$ cat src/rtl/adc_rif_pkg.sv
package adc_rif_pkg;

    localparam int DW       = 16;
    localparam int NREG     = 9;
    localparam int IW       = $clog2(NREG);
    localparam int STOP_BIT = 15;

    localparam int IX_CFG  = 0;
    localparam int IX_INT  = 1;
    localparam int IX_TST  = 2;
    localparam int IX_DDR  = 3;
    localparam int IX_PORT = 4;
    localparam int IX_CR0  = 5;
    localparam int IX_CR1  = 6;
    localparam int IX_CR2  = 7;
    localparam int IX_STAT = 8;

    // Stop-mode policy of a register group
    typedef enum logic [1:0] {
        GRP_OPEN   = 2'd0,
        GRP_FROZEN = 2'd1,
        GRP_HELD   = 2'd2
    } grp_e;

    typedef enum logic [1:0] {
        BUS_IDLE = 2'd0,
        BUS_WAIT = 2'd1,
        BUS_ACK  = 2'd2
    } bus_st_e;

    typedef struct packed {
        logic          valid;
        logic          shared;
        logic [IW-1:0] idx;
    } dec_t;

    function automatic logic [DW-1:0] reg_mask(input int idx);
        case (idx)
            IX_CFG:  return 16'h800F;
            IX_INT:  return 16'h07FF;
            IX_TST:  return 16'h00FF;
            IX_DDR:  return 16'h00FF;
            IX_PORT: return 16'hFFFF;
            IX_CR0:  return 16'h00FF;
            IX_CR1:  return 16'hF0F0;
            IX_CR2:  return 16'hBF7F;
            IX_STAT: return 16'hC0FF;
            default: return 16'h0000;
        endcase
    endfunction

    function automatic grp_e reg_grp(input int idx);
        if (idx <= IX_TST)       return GRP_OPEN;
        else if (idx <= IX_PORT) return GRP_FROZEN;
        else                     return GRP_HELD;
    endfunction

    function automatic dec_t addr_decode(input logic [31:0] a);
        dec_t d;
        d.valid  = (a < NREG);
        d.shared = d.valid && (a >= IX_CR0);
        d.idx    = a[IW-1:0];
        return d;
    endfunction

    function automatic logic [DW-1:0] lane_merge(input logic [DW-1:0] old_v,
                                                 input logic [DW-1:0] new_v,
                                                 input logic [1:0]    be,
                                                 input logic [DW-1:0] mask);
        logic [DW-1:0] r;
        r = old_v;
        if (be[1]) r[DW-1:DW/2] = new_v[DW-1:DW/2];
        if (be[0]) r[DW/2-1:0]  = new_v[DW/2-1:0];
        return r & mask;
    endfunction

endpackage

$ cat src/rtl/adc_rif_bus.sv
module adc_rif_bus
    import adc_rif_pkg::*;
#(
    parameter int WAIT_MAX = 4
) (
    input  logic clk,
    input  logic rst,
    input  logic req,
    input  logic shared_hit,
    input  logic seq_busy,
    output logic rdy
);
    localparam int CW = $clog2(WAIT_MAX + 1);

    bus_st_e       st_q;
    logic [CW-1:0] wcnt_q;

    always_ff @(posedge clk) begin
        if (rst) begin
            st_q   <= BUS_IDLE;
            wcnt_q <= '0;
        end else begin
            case (st_q)
                BUS_IDLE: begin
                    if (req) begin
                        if (shared_hit && seq_busy) begin
                            st_q   <= BUS_WAIT;
                            wcnt_q <= CW'(1);
                        end else begin
                            st_q <= BUS_ACK;
                        end
                    end
                end
                BUS_WAIT: begin
                    if (seq_busy && (wcnt_q < CW'(WAIT_MAX))) begin
                        wcnt_q <= wcnt_q + CW'(1);
                    end else begin
                        st_q <= BUS_ACK;
                    end
                end
                BUS_ACK:  st_q <= BUS_IDLE;
                default:  st_q <= BUS_IDLE;
            endcase
        end
    end

    assign rdy = (st_q == BUS_ACK);

endmodule

$ cat src/rtl/adc_rif_regs.sv
module adc_rif_regs
    import adc_rif_pkg::*;
(
    input  logic                   clk,
    input  logic                   rst,
    input  logic                   wr_en,
    input  logic [IW-1:0]          idx,
    input  logic [1:0]             be,
    input  logic [DW-1:0]          wdata,
    input  logic [DW-1:0]          stat_set,
    output logic [NREG-1:0][DW-1:0] regs_o,
    output logic                   stop
);
    assign stop = regs_o[IX_CFG][STOP_BIT];

    for (genvar i = 0; i < NREG; i++) begin : g_reg
        localparam logic [DW-1:0] MASK = reg_mask(i);
        localparam grp_e          GRP  = reg_grp(i);

        logic [DW-1:0] q;
        logic [DW-1:0] nxt;
        logic          hit;

        assign hit = wr_en && (idx == IW'(i));

        always_comb begin
            nxt = q;
            if (hit && ((GRP == GRP_OPEN) || !stop)) begin
                nxt = lane_merge(q, wdata, be, MASK);
            end
            if (i == IX_STAT) begin
                nxt = nxt | (stat_set & MASK);
            end
        end

        always_ff @(posedge clk) begin
            if (rst) begin
                q <= '0;
            end else if ((GRP == GRP_HELD) && stop) begin
                q <= '0;
            end else begin
                q <= nxt;
            end
        end

        assign regs_o[i] = q;
    end

endmodule

$ cat src/rtl/adc_rif_stop.sv
module adc_rif_stop (
    input  logic clk,
    input  logic rst,
    input  logic stop,
    output logic conv_clk_en,
    output logic abort
);
    logic stop_d;

    always_ff @(posedge clk) begin
        if (rst) stop_d <= 1'b0;
        else     stop_d <= stop;
    end

    assign abort       = stop && !stop_d;
    assign conv_clk_en = !stop;

endmodule

$ cat src/rtl/adc_host_regs.sv
module adc_host_regs
    import adc_rif_pkg::*;
#(
    parameter int ADDR_W   = 4,
    parameter int WAIT_MAX = 4
) (
    input  logic              clk,
    input  logic              rst,
    input  logic              req,
    input  logic              wr,
    input  logic [ADDR_W-1:0] addr,
    input  logic [1:0]        be,
    input  logic [15:0]       wdata,
    output logic [15:0]       rdata,
    output logic              rdy,
    input  logic              seq_busy,
    input  logic [15:0]       stat_set,
    output logic              conv_clk_en,
    output logic              abort,
    output logic [15:0]       ctrl0_o,
    output logic [15:0]       ctrl1_o,
    output logic [15:0]       ctrl2_o,
    output logic [15:0]       ddr_o,
    output logic [15:0]       port_o
);
    dec_t                    dec;
    logic                    wr_en;
    logic                    stop;
    logic [NREG-1:0][DW-1:0] regs;

    assign dec   = addr_decode(32'(addr));
    assign wr_en = rdy && wr && dec.valid;

    adc_rif_bus #(.WAIT_MAX(WAIT_MAX)) u_bus (
        .clk        (clk),
        .rst        (rst),
        .req        (req),
        .shared_hit (dec.shared),
        .seq_busy   (seq_busy),
        .rdy        (rdy)
    );

    adc_rif_regs u_regs (
        .clk      (clk),
        .rst      (rst),
        .wr_en    (wr_en),
        .idx      (dec.idx),
        .be       (be),
        .wdata    (wdata),
        .stat_set (stat_set),
        .regs_o   (regs),
        .stop     (stop)
    );

    adc_rif_stop u_stop (
        .clk         (clk),
        .rst         (rst),
        .stop        (stop),
        .conv_clk_en (conv_clk_en),
        .abort       (abort)
    );

    assign rdata   = (rdy && dec.valid) ? regs[dec.idx] : '0;
    assign ctrl0_o = regs[IX_CR0];
    assign ctrl1_o = regs[IX_CR1];
    assign ctrl2_o = regs[IX_CR2];
    assign ddr_o   = regs[IX_DDR];
    assign port_o  = regs[IX_PORT];

endmodule

$ cat config.mk
export PLATFORM = sky130hd
export DESIGN_NAME = adc_host_regs
export DESIGN_NICKNAME = d
export VERILOG_FILES = /design/src/rtl/adc_rif_pkg.sv /design/src/rtl/adc_rif_bus.sv /design/src/rtl/adc_rif_regs.sv /design/src/rtl/adc_rif_stop.sv /design/src/rtl/adc_host_regs.sv
export SDC_FILE = /design/constraint.sdc
export NUM_CORES = 1
export LEC_CHECK = 0
export CAP_MARGIN = 20
export CORE_ASPECT_RATIO = 1.5
export CORE_MARGIN = 5
export CORE_UTILIZATION = 47
export CTS_BUF_LIST = sky130_fd_sc_hd__clkbuf_8
export DETAILED_ROUTE_END_ITERATION = 10
export PLACE_DENSITY = 0.8
export SYNTH_ARGS = -nofsm -noshare
export SYNTH_HDL_FRONTEND = slang
export SYNTH_HIERARCHICAL = 1
export SYNTH_SLANG_ARGS = --single-unit
$ cat constraint.sdc
create_clock -name clk -period 2.5 [get_ports clk]
set_clock_uncertainty 0.15 [all_clocks]
set_input_delay 0.5 -clock clk [delete_from_list [all_inputs] [get_ports clk]]
set_output_delay 0.5 -clock clk [all_outputs]
set_load 0.02 [all_outputs]
---- Yosys cells after proc, flatten, opt, wreduce, memory -nomap -nowiden ----
Index checks and enable logic that the tools add are counted.
storage, ports and cells
  memories ................................ 0
  bits in writable memories ............... 0
  output and inout bits ................... 99
  bits in latches ......................... 0
  bits in registers ....................... 100
  memory bits (read-only) ................. 0
  logic and storage cells ................. 94
operators by class
  magnitude comparators ................... 4
  add/subtract/negate cells ............... 1
  bitwise gates (word level) .............. 1
  shifts and indexed selects .............. 0
  div/mod/pow operators ................... 0
  reduce and logical (&&, ||, !) cells .... 43
  $mul .................................... 0
  multiplexer cells ....................... 14
  equal/unequal tests ..................... 14
operators by type and width
  operator               count
  $bmux W16 S4           1
  $mux W16               3
  $reduce_and A2 Y1      14
  $logic_and A1 B1 Y1    22
  $eq A4 B3 Y1 const B   4
  $mux W8                2
  $or A16 B16 Y16        1
  $mux W3                3
  $eq A4 B2 Y1 const B   2
  $mux W2                3
  $pmux W3 S2            1
  $lt A4 B5 Y1 const B   1
  $eq A4 B1 Y1 const B   1
  $eq A4 B4 Y1 const B   1
  $ge A4 B3 Y1 const B   1
  $logic_not A4 Y1       1
  $lt A4 B4 Y1 const B   1
  $ne A2 B1 Y1 const B   2
  $ne A2 B2 Y1 const B   2
  $pmux W2 S2            1
  $reduce_and A4 Y1      1
  $add A3 B1 Y3 const B  1
  $lt A3 B3 Y1 const B   1
  $eq A2 B1 Y1 const B   1
  other kinds (5)        6

---- Depth between registers and ports, before layout ----
  word-level depth ........................ 7
  mapped depth ............................ 9

---- Cells and area by module ----
Netlist, hierarchy kept.
modules (own cells, without submodules)
  module         times used  cells each  sequential area each (um2)  area each (um2)
  adc_rif_regs   1           459         1,761.7                     4,090.2
  adc_host_regs  1           161         0.0                         1,417.6
  adc_rif_bus    1           30          100.1                       266.5
  adc_rif_stop   1           4           20.0                        38.8

---- Least setup slack after synthesis ----
No wires, ideal clock.
  path kind ............................... input port to flip-flop
  start ................................... input port addr[0]
  end ..................................... register u_regs.g_reg[8].q[14]
  buffers on the path ..................... 3
  setup slack ............................. -0.167 ns
  stages on the path ...................... 8
  data required time ...................... 2.228 ns
  library setup time ...................... 0.122 ns
  data arrival time ....................... 2.395 ns
  path through ............................ buf_6 buf_12 o31ai_1 and3_1 or3b_1 buf_6 or3_1 o311a_1
between the ends
  longest elaborated chain between the ends .. 6
ends and longest elaborated chain
  item                    RTL line             source
  start: declaration      adc_host_regs.sv:11  input logic [ADDR_W-1:0] addr,
  $lt A4 B4 Y1            adc_rif_pkg.sv:60    d.valid = (a < NREG);
  $logic_and A1 B1 Y1     adc_host_regs.sv:32  assign wr_en = rdy && wr && dec.valid;
  named net wr_en         adc_host_regs.sv:27  logic wr_en;
  $logic_and A1 B1 Y1     adc_rif_regs.sv:24   assign hit = wr_en && (idx == IW'(i));
  $logic_and A1 B1 Y1     adc_rif_regs.sv:28   if (hit && ((GRP == GRP_OPEN) || !stop)) begin
  $mux W16                adc_rif_regs.sv:28
  $or A16 B16 Y16         adc_rif_regs.sv:32   nxt = nxt | (stat_set & MASK);
  end signal: assignment  adc_rif_regs.sv:42   q <= nxt;
  end: declaration        adc_rif_regs.sv:20   logic [DW-1:0] q;
The timed path passes the listed nets, and every way through them passes these cells.
A chain may end at the register's enable or synchronous reset.

---- Worst setup path after layout ----
  start ................................... input port addr[3]
  end ..................................... output port rdata[3]
between the ends
  longest elaborated chain between the ends .. 3
ends and longest elaborated chain
  item                                                                          RTL line                                source
  $bmux W16 S4 / $lt A4 B4 Y1 (equally long branches)                           adc_host_regs.sv:63, adc_rif_pkg.sv:60
  $mux W16 (not written as such) / $logic_and A1 B1 Y1 (equally long branches)  adc_host_regs.sv:63                     assign rdata = (rdy && dec.valid) ? regs[dec.idx] : '0;
  $mux W16 (*)                                                                  adc_host_regs.sv:63
  end: declaration                                                              adc_host_regs.sv:14                     output logic [15:0] rdata,
Mark *: on every way between the ends. The rest lies on a longest branch, timed or not. The select of a mux whose other input is x is not followed.

==> results.cfg <==
[route]
drc = 0
firstDrtPassIters = 6
wirelength_um = 18900
viasPerCell = 5.85
drt_iter0_drc = 600
via_count = 5522
ant_nets = 0
routedWlPerCell_um = 20.0

[synthesis]
synth_top_area_share_pct = 32.4
synth_area_leaders = dfxtp_1 (32%), mux2i_1 (14%), buf_4 (7.9%), nand2b_1 (5.1%), o21ai_0 (3.7%)
ys_ff_latch = 94
synth_area_per_cell_um2 = 8.89
ys_seq_area_share_pct = 32.4
ys_types = 51
syn_area_um2 = 5810
synth_edf_count = 0
netlist_instances = 654
ys.warnings.count = 6
synth_largest_area_cell = dfxtp_1
async_flop_share_pct = 0
ys.flop_type = dfxtp_1

[pwr]
power_density_nw_per_um2 = 407
clockPowerShare_pct = 30.7
seqPwrFrac_pct = 50.8
combinationalPowerShare_pct = 18.5
p_sw_share_pct = 29.5
report.power.total_w = 0.00300
p_int_w = 0.00212
p_leak_nw = 3.05
irDropWorstVdd_mv = 0.278
switchingPower_w = 0.000886

[worst_setup_path]
path_buf_inv = 3
r2r_start = u_bus/st_q[1]
setup.worst_path.class = in -> out
cpMaxStageDelayCell = clkdlybuf4s15_2
arrival_ns = 1.83
critical_path_peak_fanout = 9
rr_endpoint = u_regs/g_reg[8].q[15]
endpoint_kind = primary output
crit_path_cell_trace = buf_2 > buf_6 > mux2i_1 > a2bb2oi_1 > o22ai_1 > o211a_1 > clkdlybuf4s15_2
reg2reg_depth = 7
crit_required_ns = 1.85
cpPeakStageDelay_ns = 0.25
startpoint_type = input port
crit_family = buffers and inverters
reg2reg_slack_ns = 0.11

[die]
fp-row-count = 49
die_w_um = 101
die_h_um = 146
initial_utilization_pct = 48.1
core_area_um2 = 12100
dieArea_um2 = 14700
io_pins = 142

[worst_hold_path]
hold_end = u_regs/g_reg[7].q[9]
hold_depth = 2
holdCritStartpoint = u_regs/g_reg[7].q[9]
hold_class = reg -> reg

[timing]
rsz0062_at_grt = false
worst_hold_slack_ns = 0.337
drv_slew = 0
final.min_clock_period_ns = 2.48
setup_viol = 0
setup_tns_ns = 0
fmax_mhz = 404
final-hold-violation-count = 0
worst_pin_slew_ns = 0.613
finalCritPeriodShare_pct = 99.1
maxSlewHeadroom_pct = 59.1

[clock_network]
cts_buffers = 9
root_buffer = clkbuf_8
clkTransAtPathRegs_ns = 0.09
cts_sinks = 94
hold_buffers = 0
clkLatencyLatePin_ns = 0.37
clk_path_buf_depth = 2
htree_levels = 3
cts_tree = done

[global_routing]
grt_pass1_vias = 5535
antenna_found_initial = 1
grt_usage_pct = 24.8
grt_max_degree = 71
grt_pass1_wl_um = 28900
gr-total-overflow = 0

[finish]
drive_gt1_share_pct = 17.6
fin_nets = 829
final_util_pct = 61.0
layout-area-overhead-vs-synth_pct = 26.8
design_area_um2 = 7370

[run]
max_cap_violations = 0

[placed_design]
place_hpwl_um = 14300
placed_cell_area_um2 = 7160
port-buffer-count = 109
gp_congestion = 0.937

[outcome]
status = finished clean
per-stage QoR:
step | setup slack [ns] | std cells
after floorplan | -0.103 | 709
after global placement | -0.784 | 924
after detailed placement | -0.825 | 924
after CTS | 0.0194 | 941
after global routing | 0.00278 | 944
final | 0.0235 | 944
state kept, by name (all words and copies together), names as in the netlist:
| register | count |
|---|---|
| u_regs/g.q | 88 |
| u_bus/wcnt_q | 3 |
| u_bus/st_q | 2 |
| u_stop/stop_d | 1 |
worst register-to-register path, delay by kind of cell, from the launching register on:
| family | cells | cell delay (ns) |
|---|---|---|
| flip-flops | 1 | 0.40 |
| AND/OR/NAND/NOR | 4 | 1.15 |
| buffers and inverters | 2 | 0.27 |
| AO/OA/AOI/OAI | 1 | 0.33 |
power by group through the flow:
stage / clock [W] / sequential, W / combinational [W]
detailed placement: 0 / 0.00156 / 0.000521
floorplan: 0 / 0.00155 / 0.000388
global placement: 0 / 0.00156 / 0.000508
finish: 0.000922 / 0.00153 / 0.000555
CTS: 0.000927 / 0.00152 / 0.000528
global route: 0.000987 / 0.00153 / 0.000589
timing repair:
item	in CTS	in global routing
resized for setup	85	0
buffers inserted	1	1
setup endpoints to repair	88	3
gates cloned	0	1
pin swaps	4	1
cells by family after synthesis:
family | Yosys count | share of synthesized area [%]
compound gates | 152 | 17.3
fa+ha+maj | 1 | 0.215
buf+inv | 113 | 12.5
flops | 94 | 32.4
mux | 102 | 19.3
other cells | 1 | 0.0645
simple gates | 191 | 18.2
Yosys cell counts (7+ instances only):
library cell and instances:
nor2_1 16, nand2_1 54, o31ai_1 11, nand2b_1 47
buf_2 8, mux2i_1 84, nand3_1 32, mux2_2 12
a2bb2oi_1 10, clkbuf_1 30, o22ai_1 16, o221ai_1 10
dfxtp_1 94, and3_1 7, a21oi_1 34, buf_4 61
o211a_1 10, o21ai_0 43, o311a_1 10
cells in the final DEF, fill, tap and decap left out, types with 3 or more instances in the layout:
cell and instances:
o211ai_1 3, nor3_2 3, mux4_2 3, clkdlybuf4s15_2 3, clkdlybuf4s50_1 88, nand2_1 54, o22ai_1 15, conb_1 56
a21oi_1 34, o311a_1 10, buf_2 15, nor2b_1 5, mux2i_1 83, nor2_1 15, o211a_1 10, buf_12 6
dfxtp_1 94, o21ai_0 43, and3_1 6, o31ai_1 10, mux2_2 12, buf_4 56, nand2b_1 46, a2bb2oi_1 10
nand3_1 32, clkbuf_8 9, buf_6 6, o221ai_1 10, clkinv_2 3, mux4_1 3, and2b_1 3
worst max-delay path by stage:
stage,to,cells after the start,slack (ns),start
floorplan,u_regs/g_reg[8].q[14],8,-0.10,addr[0]
global placement,rdata[1],7,-0.78,addr[3]
detailed placement,rdata[3],7,-0.82,addr[3]
CTS,rdata[2],7,0.02,addr[0]
global route,rdata[3],7,0.003,addr[3]
finish,rdata[3],7,0.02,addr[3]
area by class of cell:
cell class	instances	area (um^2)
fillers	1034	4710
multi-input cells	502	3480
flip-flops and latches	94	1880
repair buffers	176	1630
well taps	153	191
clock buffers	9	124
clock inverters	7	48.8
inverters	2	7.51
diodes	1	2.50
routing by layer:
metal,up-vias,GRT usage [%],part of all wire [%]
li1,2512,-,-
met1,2618,28.6,36
met2,313,42.5,51
met3,79,4.73,7.8
met4,0,12.8,4.6
met5,-,0,0
No activity file was read; power rests on OpenSTA's default activity.
